$ cat config.mk
export PLATFORM = sky130hd
export DESIGN_NAME = cdt_timer_bank
export DESIGN_NICKNAME = d
export VERILOG_FILES = /design/src/rtl/cdt_pkg.sv /design/src/rtl/cdt_prescaler.sv /design/src/rtl/cdt_channel.sv /design/src/rtl/cdt_irq_bank.sv /design/src/rtl/cdt_timer_bank.sv
export SDC_FILE = /design/constraint.sdc
export NUM_CORES = 1
export LEC_CHECK = 0
export CAP_MARGIN = 10
export CORE_MARGIN = 2
export CORE_UTILIZATION = 40
export CTS_CLUSTER_DIAMETER = 150
export DETAILED_ROUTE_END_ITERATION = 12
export DONT_BUFFER_PORTS = 1
export PLACE_DENSITY = 0.61
export REMOVE_ABC_BUFFERS = 1
export SETUP_SLACK_MARGIN = 0.4
export SLEW_MARGIN = 20
export SYNTH_ARGS = -nofsm -noshare
export SYNTH_HDL_FRONTEND = slang
export SYNTH_SLANG_ARGS = --single-unit
export TNS_END_PERCENT = 5
$ cat constraint.sdc
create_clock -name clk -period 6.3 [get_ports clk]
set_input_delay 0.315 -clock clk [delete_from_list [all_inputs] [get_ports clk]]
set_output_delay 0.315 -clock clk [all_outputs]
set_load 0.01 [all_outputs]
$ cat src/rtl/cdt_pkg.sv
package cdt_pkg;

   localparam int CTRL_W     = 8;
   localparam int CTRL_EN    = 7;
   localparam int CTRL_PER   = 6;
   localparam int CTRL_PS_HI = 3;
   localparam int CTRL_PS_LO = 2;
   localparam int CTRL_WIDE  = 1;
   localparam int CTRL_ONE   = 0;
   localparam logic [CTRL_W-1:0] CTRL_KEEP = 8'hCF;

   // word index inside the shared group and inside a channel group
   localparam logic [1:0] SH_MASK = 2'd0;
   localparam logic [1:0] SH_RAW  = 2'd1;
   localparam logic [1:0] SH_MIS  = 2'd2;
   localparam logic [1:0] SH_CLR  = 2'd3;

   localparam logic [1:0] CH_LOAD = 2'd0;
   localparam logic [1:0] CH_VAL  = 2'd1;
   localparam logic [1:0] CH_CTRL = 2'd2;
   localparam logic [1:0] CH_BG   = 2'd3;

   typedef enum logic [1:0] {
      MODE_FREE     = 2'd0,
      MODE_PERIODIC = 2'd1,
      MODE_ONESHOT  = 2'd2
   } cdt_mode_e;

   function automatic cdt_mode_e mode_of(input logic [CTRL_W-1:0] c);
      if (c[CTRL_ONE])      return MODE_ONESHOT;
      else if (c[CTRL_PER]) return MODE_PERIODIC;
      else                  return MODE_FREE;
   endfunction

endpackage

$ cat src/rtl/cdt_prescaler.sv
module cdt_prescaler #(
   parameter int MID_LOG = 4,
   parameter int MAX_LOG = 8
) (
   input  logic       clk,
   input  logic       rst_n,
   input  logic       restart,
   input  logic       run,
   input  logic [1:0] div,
   output logic       tick
);

   if (MID_LOG < 1 || MID_LOG >= MAX_LOG) begin : g_bad_log
      $error("cdt_prescaler: need 1 <= MID_LOG < MAX_LOG");
   end

   logic [MAX_LOG-1:0] pcnt;

   always_ff @(posedge clk or negedge rst_n) begin
      if (!rst_n)       pcnt <= '0;
      else if (restart) pcnt <= '0;
      else if (run)     pcnt <= pcnt + 1'b1;
   end

   always_comb begin
      unique case (div)
         2'b00:   tick = run;
         2'b01:   tick = run && (&pcnt[MID_LOG-1:0]);
         default: tick = run && (&pcnt);
      endcase
   end

endmodule

$ cat src/rtl/cdt_channel.sv
module cdt_channel
   import cdt_pkg::*;
#(
   parameter int CNT_W      = 32,
   parameter int NARROW_W   = 16,
   parameter int PS_MID_LOG = 4,
   parameter int PS_MAX_LOG = 8
) (
   input  logic              clk,
   input  logic              rst_n,
   input  logic              wr_load,
   input  logic              wr_ctrl,
   input  logic              wr_bg,
   input  logic [CNT_W-1:0]  wdata,
   output logic [CNT_W-1:0]  load_q,
   output logic [CNT_W-1:0]  val_q,
   output logic [CNT_W-1:0]  bg_q,
   output logic [CTRL_W-1:0] ctrl_q,
   output logic              zero_evt
);

   if (NARROW_W < 1 || NARROW_W >= CNT_W || CNT_W < CTRL_W) begin : g_bad_width
      $error("cdt_channel: need 1 <= NARROW_W < CNT_W and CNT_W >= CTRL_W");
   end

   localparam logic [CNT_W-1:0] NARROW_MASK = {{(CNT_W-NARROW_W){1'b0}}, {NARROW_W{1'b1}}};
   localparam logic [CNT_W-1:0] ONE         = CNT_W'(1);

   logic [CNT_W-1:0] wmask, cur, nxt;
   logic             tick, step, at_zero, en_rise;
   cdt_mode_e        mode;

   assign wmask   = ctrl_q[CTRL_WIDE] ? '1 : NARROW_MASK;
   assign cur     = val_q & wmask;
   assign at_zero = (cur == '0);
   assign mode    = mode_of(ctrl_q);
   assign en_rise = wr_ctrl && wdata[CTRL_EN] && !ctrl_q[CTRL_EN];
   assign step    = ctrl_q[CTRL_EN] && tick && !wr_load;
   assign zero_evt = step && (cur == ONE);

   cdt_prescaler #(
      .MID_LOG (PS_MID_LOG),
      .MAX_LOG (PS_MAX_LOG)
   ) u_pre (
      .clk     (clk),
      .rst_n   (rst_n),
      .restart (wr_load || en_rise),
      .run     (ctrl_q[CTRL_EN]),
      .div     (ctrl_q[CTRL_PS_HI:CTRL_PS_LO]),
      .tick    (tick)
   );

   always_comb begin
      if (!at_zero) begin
         nxt = cur - ONE;
      end else begin
         unique case (mode)
            MODE_PERIODIC: nxt = bg_q & wmask;
            MODE_ONESHOT:  nxt = '0;
            default:       nxt = wmask;
         endcase
      end
   end

   always_ff @(posedge clk or negedge rst_n) begin
      if (!rst_n) begin
         load_q <= '0;
         bg_q   <= '0;
         val_q  <= '1;
         ctrl_q <= '0;
      end else begin
         if (wr_load) begin
            load_q <= wdata;
            val_q  <= wdata & wmask;
         end else if (step) begin
            val_q  <= nxt;
         end
         if (wr_bg) bg_q <= wdata;
         if (wr_ctrl) ctrl_q <= wdata[CTRL_W-1:0] & CTRL_KEEP;
         else if (zero_evt && mode == MODE_ONESHOT) ctrl_q[CTRL_EN] <= 1'b0;
      end
   end

   assert_load_sets_value_R3: assert property (@(posedge clk) disable iff (!rst_n)
      wr_load |=> val_q == ($past(wdata) & $past(wmask)));

   assert_hold_when_off_R10: assert property (@(posedge clk) disable iff (!rst_n)
      (!ctrl_q[CTRL_EN] && !wr_load) |=> $stable(val_q));

   assert_oneshot_disables_R7: assert property (@(posedge clk) disable iff (!rst_n)
      (zero_evt && mode == MODE_ONESHOT && !wr_ctrl) |=> !ctrl_q[CTRL_EN]);

   assert_bg_write_no_effect_R6: assert property (@(posedge clk) disable iff (!rst_n)
      (wr_bg && !wr_load && !step) |=> $stable(val_q));

endmodule

$ cat src/rtl/cdt_irq_bank.sv
module cdt_irq_bank #(
   parameter int NUM_CH = 4
) (
   input  logic              clk,
   input  logic              rst_n,
   input  logic              mask_we,
   input  logic              clr_we,
   input  logic [NUM_CH-1:0] wbits,
   input  logic [NUM_CH-1:0] evt,
   output logic [NUM_CH-1:0] mask_q,
   output logic [NUM_CH-1:0] raw_q,
   output logic [NUM_CH-1:0] mis,
   output logic              irq
);

   always_ff @(posedge clk or negedge rst_n) begin
      if (!rst_n)       mask_q <= '0;
      else if (mask_we) mask_q <= wbits;
   end

   for (genvar i = 0; i < NUM_CH; i++) begin : g_flag
      always_ff @(posedge clk or negedge rst_n) begin
         if (!rst_n)                     raw_q[i] <= 1'b0;
         else if (evt[i])                raw_q[i] <= 1'b1;
         else if (clr_we && wbits[i])    raw_q[i] <= 1'b0;
      end

      assert_flag_sets_R8: assert property (@(posedge clk) disable iff (!rst_n)
         evt[i] |=> raw_q[i]);

      assert_flag_clears_R8: assert property (@(posedge clk) disable iff (!rst_n)
         (clr_we && wbits[i] && !evt[i]) |=> !raw_q[i]);
   end

   assign mis = raw_q & mask_q;
   assign irq = |mis;

endmodule

$ cat src/rtl/cdt_timer_bank.sv
module cdt_timer_bank
   import cdt_pkg::*;
#(
   parameter int NUM_CH     = 4,
   parameter int CNT_W      = 32,
   parameter int NARROW_W   = 16,
   parameter int ADDR_W     = 8,
   parameter int PS_MID_LOG = 4,
   parameter int PS_MAX_LOG = 8
) (
   input  logic              clk,
   input  logic              rst_n,
   input  logic [ADDR_W-1:0] bus_addr,
   input  logic              bus_we,
   input  logic [CNT_W-1:0]  bus_wdata,
   output logic [CNT_W-1:0]  bus_rdata,
   output logic              irq
);

   localparam int WORD_W   = ADDR_W - 2;
   localparam int GRP_W    = WORD_W - 2;
   localparam int LAST_GRP = NUM_CH;

   if (NUM_CH < 1 || NUM_CH > CNT_W || LAST_GRP >= (1 << GRP_W)) begin : g_bad_map
      $error("cdt_timer_bank: channel count does not fit the address or data width");
   end

   logic [WORD_W-1:0] word;
   logic [GRP_W-1:0]  grp;
   logic [1:0]        sub;
   logic              sh_hit;

   assign word   = bus_addr[ADDR_W-1:2];
   assign grp    = word[WORD_W-1:2];
   assign sub    = word[1:0];
   assign sh_hit = (grp == '0);

   logic [NUM_CH-1:0] ch_hit, zero_evt, mask_q, raw_q, mis;
   logic [CNT_W-1:0]  ch_rd [NUM_CH];

   for (genvar n = 0; n < NUM_CH; n++) begin : g_ch
      logic [CNT_W-1:0]  load_q, val_q, bg_q;
      logic [CTRL_W-1:0] ctrl_q;

      assign ch_hit[n] = (grp == GRP_W'(n + 1));

      cdt_channel #(
         .CNT_W      (CNT_W),
         .NARROW_W   (NARROW_W),
         .PS_MID_LOG (PS_MID_LOG),
         .PS_MAX_LOG (PS_MAX_LOG)
      ) u_ch (
         .clk      (clk),
         .rst_n    (rst_n),
         .wr_load  (bus_we && ch_hit[n] && sub == CH_LOAD),
         .wr_ctrl  (bus_we && ch_hit[n] && sub == CH_CTRL),
         .wr_bg    (bus_we && ch_hit[n] && sub == CH_BG),
         .wdata    (bus_wdata),
         .load_q   (load_q),
         .val_q    (val_q),
         .bg_q     (bg_q),
         .ctrl_q   (ctrl_q),
         .zero_evt (zero_evt[n])
      );

      always_comb begin
         unique case (sub)
            CH_LOAD: ch_rd[n] = load_q;
            CH_VAL:  ch_rd[n] = val_q;
            CH_CTRL: ch_rd[n] = CNT_W'(ctrl_q);
            default: ch_rd[n] = bg_q;
         endcase
      end

      assert_irq_follows_R9: assert property (@(posedge clk) disable iff (!rst_n)
         (zero_evt[n] && mask_q[n] && !(bus_we && sh_hit && sub == SH_MASK)) |=> irq);
   end

   cdt_irq_bank #(
      .NUM_CH (NUM_CH)
   ) u_irq (
      .clk     (clk),
      .rst_n   (rst_n),
      .mask_we (bus_we && sh_hit && sub == SH_MASK),
      .clr_we  (bus_we && sh_hit && sub == SH_CLR),
      .wbits   (bus_wdata[NUM_CH-1:0]),
      .evt     (zero_evt),
      .mask_q  (mask_q),
      .raw_q   (raw_q),
      .mis     (mis),
      .irq     (irq)
   );

   always_comb begin
      bus_rdata = '0;
      if (sh_hit) begin
         unique case (sub)
            SH_MASK: bus_rdata = CNT_W'(mask_q);
            SH_RAW:  bus_rdata = CNT_W'(raw_q);
            SH_MIS:  bus_rdata = CNT_W'(mis);
            default: bus_rdata = '0;
         endcase
      end
      for (int n = 0; n < NUM_CH; n++) begin
         if (ch_hit[n]) bus_rdata = ch_rd[n];
      end
   end

   always_comb begin
      assert_mis_subset_R9: assert (!rst_n || (mis & ~raw_q) == '0);
   end

endmodule

==> flow_summary.yaml <==
timing:
  hold-worst-slack_ns: -0.572
  drv_slew: 302
  slew_headroom_pct: -41.9
  worstMarginPinSlew_ns: 2.13
  skew_ns: 0.0160
  fmax_ghz: 0.273
  hold_violations: 329
  setup_viol: 0
  fin_crit_ns: 3.66
  finalCritPeriodShare_pct: 58.1
  tns_ns: 0
  grt_setup_unrepaired: "no"
  fin_ws_ns: 2.64
power:
  p_per_area_mw_per_mm2: 360
  p_switching_mw: 3.85
  p_sw_share_pct: 36.1
  peakVddDrop_mv: 0.191
  power_frac_seq_pct: 43.6
  leakage_nw: 12.4
  finalPower_mw: 10.6
  p_clk_share_pct: 28.5
  intPower_mw: 6.80
  p_comb_share_pct: 27.9
placed_design:
  post-dp-hpwl_um: 62800
  io_buffers: 0
  gp_congestion: 0.922
  place_ws_ns: 2.75
  dp_cells: 3816
route:
  drt_iter0_markers: 3009
  first_pass_iters: 6
  wl_per_cell_um: 25.7
  vias: 25000
  route.detailed.drc: 0
  wl_met1_um: 41300
  met3_length_um: 10500
  routed_wl_um: 101000
  maxUsedRoutingLayer: "met5"
  dr_wl_met2_um: 43000
  avgViaCountPerCell: 6.35
  antenna_left: 0
job:
  cap_violations: 0
critical_path:
  critPathKind: "register to register"
  crit_slowest_cell: "a21oi_2"
  path_buf_inv: 0
  crit_family: "compound AO/OA/AOI/OAI gates"
  ff2ff_path_depth: 5
  start_kind: "register"
  critPathMaxStageDelay_ns: 1.13
  cp_data_arrival_time_ns: 4.19
  worstPathCellList: "nor4_1 > nand4_1 > a21oi_2 > a211oi_1 > a221o_1"
  crit_cells: 5
  required_ns: 6.83
  crit_fanout: 16
  endpoint_kind: "register"
floorplanning:
  num_rows: 95
  start_util_pct: 40.4
  die_h_um: 265
  die_x_um: 265
  ios: 76
  core_area_mm2: 0.0672
  die_area_mm2: 0.0700
yosys:
  async_reset_ff_share_pct: 100
  ys_seq_area_share_pct: 41.9
  synth-seq-cells: 448
  syn_avg_cell_area_um2: 8.54
  yosys_warnings: 0
  syn_inst: 3178
  ys_types: 86
  synth-edff-count: 0
  synthesis.area_mm2: 0.0271
  ys.flop_type: "dfrtp_1"
clock_tree:
  cts-root-buf: "clkbuf_16"
  tritoncts: "done"
  clockBufferDepth: 3
  htree_levels: 2
  clk_pin_slew_ns: 0.06
  clk_latency_ns: 0.61
  postCtsHoldBufs: 33
  cts_buffers: 49
  postCtsSetupRepairBufs: 0
  cts.repair.resized: 0
  clock_sinks: 448
finish:
  layout-drive-gt1-share_pct: 14.2
  fillers: 6369
  seq_area_mm2: 0.0114
  nNetsFinal: 3083
  multiInputGateArea_mm2: 0.0146
  utilization_pct: 44.0
  area_growth_pct: 8.86
  mostFrequentLayoutCells: "639 x nand2_1, 320 x dfrtp_1, 252 x o21ai_0, 205 x nor2_1, 182 x a21oi_1"
  fin_cells: 3944
  final_common_cell: "nand2_1"
grt:
  grt.overflow.total: 0
  grt_max_degree: 449
  antenna_found_initial: 6
  grt_pass1_vias: 23400
  grt_use_total_pct: 28.3
  grt_pass1_wl_um: 152000
run_status:
  violations: "negative hold slack, max-slew violations"
  status: "finished, violations left"
hold_path:
  hp-class: "input pin to async pin"
state kept, by name, summed over array words and instances (netlist names):
register,count
g_ch.u_ch.ctrl_q,24
g_ch.u_ch.u_pre.pcnt,32
g_ch.u_ch.load_q,128
g_ch.u_ch.bg_q,128
u_irq.raw_q,4
u_irq.mask_q,4
g_ch.u_ch.val_q,128
worst register-to-register path, stage by stage, from the launching register on:
cell      delay (ns)
dfstp_2         0.40
nor4_1          0.76
nand4_1         0.80
a21oi_2         1.14
a211oi_1        0.17
a221o_1         0.32
power by group through the flow:
| stage | Clock (mW) | Sequential (mW) | Combinational [mW] |
|---|---|---|---|
| floorplan | 0 | 4.41 | 2.10 |
| global placement | 0 | 4.61 | 2.73 |
| detailed placement | 0 | 4.65 | 2.80 |
| CTS | 3.07 | 4.61 | 2.91 |
| global route | 3.19 | 4.75 | 3.26 |
| finish | 3.03 | 4.65 | 2.97 |
metrics by stage:
stage | cell area, um2 | hold WS, ns
finish | 29600 | -0.572
global placement | 27500 | 0.0431
CTS | 29500 | -0.600
global route | 29500 | -0.599
floorplan | 26100 | 0.0194
detailed placement | 27500 | 0.0430
synthesized netlist by cell type (25+ instances only):
| master | n | area (um2) |
|---|---|---|
| or4_1 | 25 | 188 |
| nand3_1 | 92 | 460 |
| mux2i_1 | 118 | 1180 |
| o21ai_0 | 252 | 1260 |
| buf_1 | 29 | 109 |
| dfstp_2 | 128 | 3360 |
| nor4_1 | 32 | 200 |
| clkbuf_1 | 219 | 822 |
| nor2_1 | 213 | 800 |
| xor2_1 | 31 | 272 |
| o211ai_1 | 37 | 278 |
| o22ai_1 | 48 | 300 |
| nor3_1 | 69 | 345 |
| a31oi_1 | 37 | 231 |
| inv_1 | 52 | 195 |
| a22oi_1 | 53 | 398 |
| dfrtp_1 | 320 | 8010 |
| o31ai_1 | 31 | 233 |
| nand2_1 | 642 | 2410 |
| a21oi_1 | 182 | 911 |
| a211oi_1 | 46 | 345 |
| mux2_2 | 125 | 1410 |
layout make-up:
class | count | area share (%)
Tap cell | 873 | 3.70
Sequential cell | 448 | 38.5
Antenna cell | 5 | 0.0423
Clock buffer | 72 | 4.88
Timing Repair Buffer | 66 | 2.05
Multi-Input combinational cell | 2410 | 49.5
Inverter | 53 | 0.673
Clock inverter | 17 | 0.720
per-layer routing:
layer / vias up / track usage (%)
met5: - / 0
met3: 224 / 6.99
li1: 11200 / -
met4: 2 / 16.4
met2: 1236 / 40.5
met1: 12400 / 38.8
path summary, 6_finish.rpt:
check | startpoint | to | slack (ns)
min | rst_n | g_ch[0].u_ch.u_pre.pcnt[1]$_DFFE_PN0P_ | -0.57
max | g_ch[1].u_ch.val_q[10]$_DFFE_PN1P_ | g_ch[1].u_ch.val_q[6]$_DFFE_PN1P_ | 2.64
max in group asynchronous | rst_n | g_ch[1].u_ch.bg_q[13]$_DFFE_PN0P_ | 5.21
min reg2reg | g_ch[1].u_ch.load_q[13]$_DFFE_PN0N_ | g_ch[1].u_ch.load_q[13]$_DFFE_PN0N_ | 0.47
max reg2reg | g_ch[1].u_ch.val_q[10]$_DFFE_PN1P_ | g_ch[1].u_ch.val_q[6]$_DFFE_PN1P_ | 2.64
min in group clk | bus_wdata[7] | g_ch[0].u_ch.u_pre.pcnt[7]$_DFFE_PN0P_ | 0.06
cells by family after synthesis:
family                     Yosys count  synth area share [%]
AOI/OAI and AO/OA                  866                  20.2
muxes                              259                  10.9
DFF                                448                  41.9
and+or+nand+nor                   1222                  20.2
adders and majority gates           12                 0.553
buffers and inverters              320                  4.61
xor gates and xnor gates            51                  1.65
(Power assumes the default switching activity.)
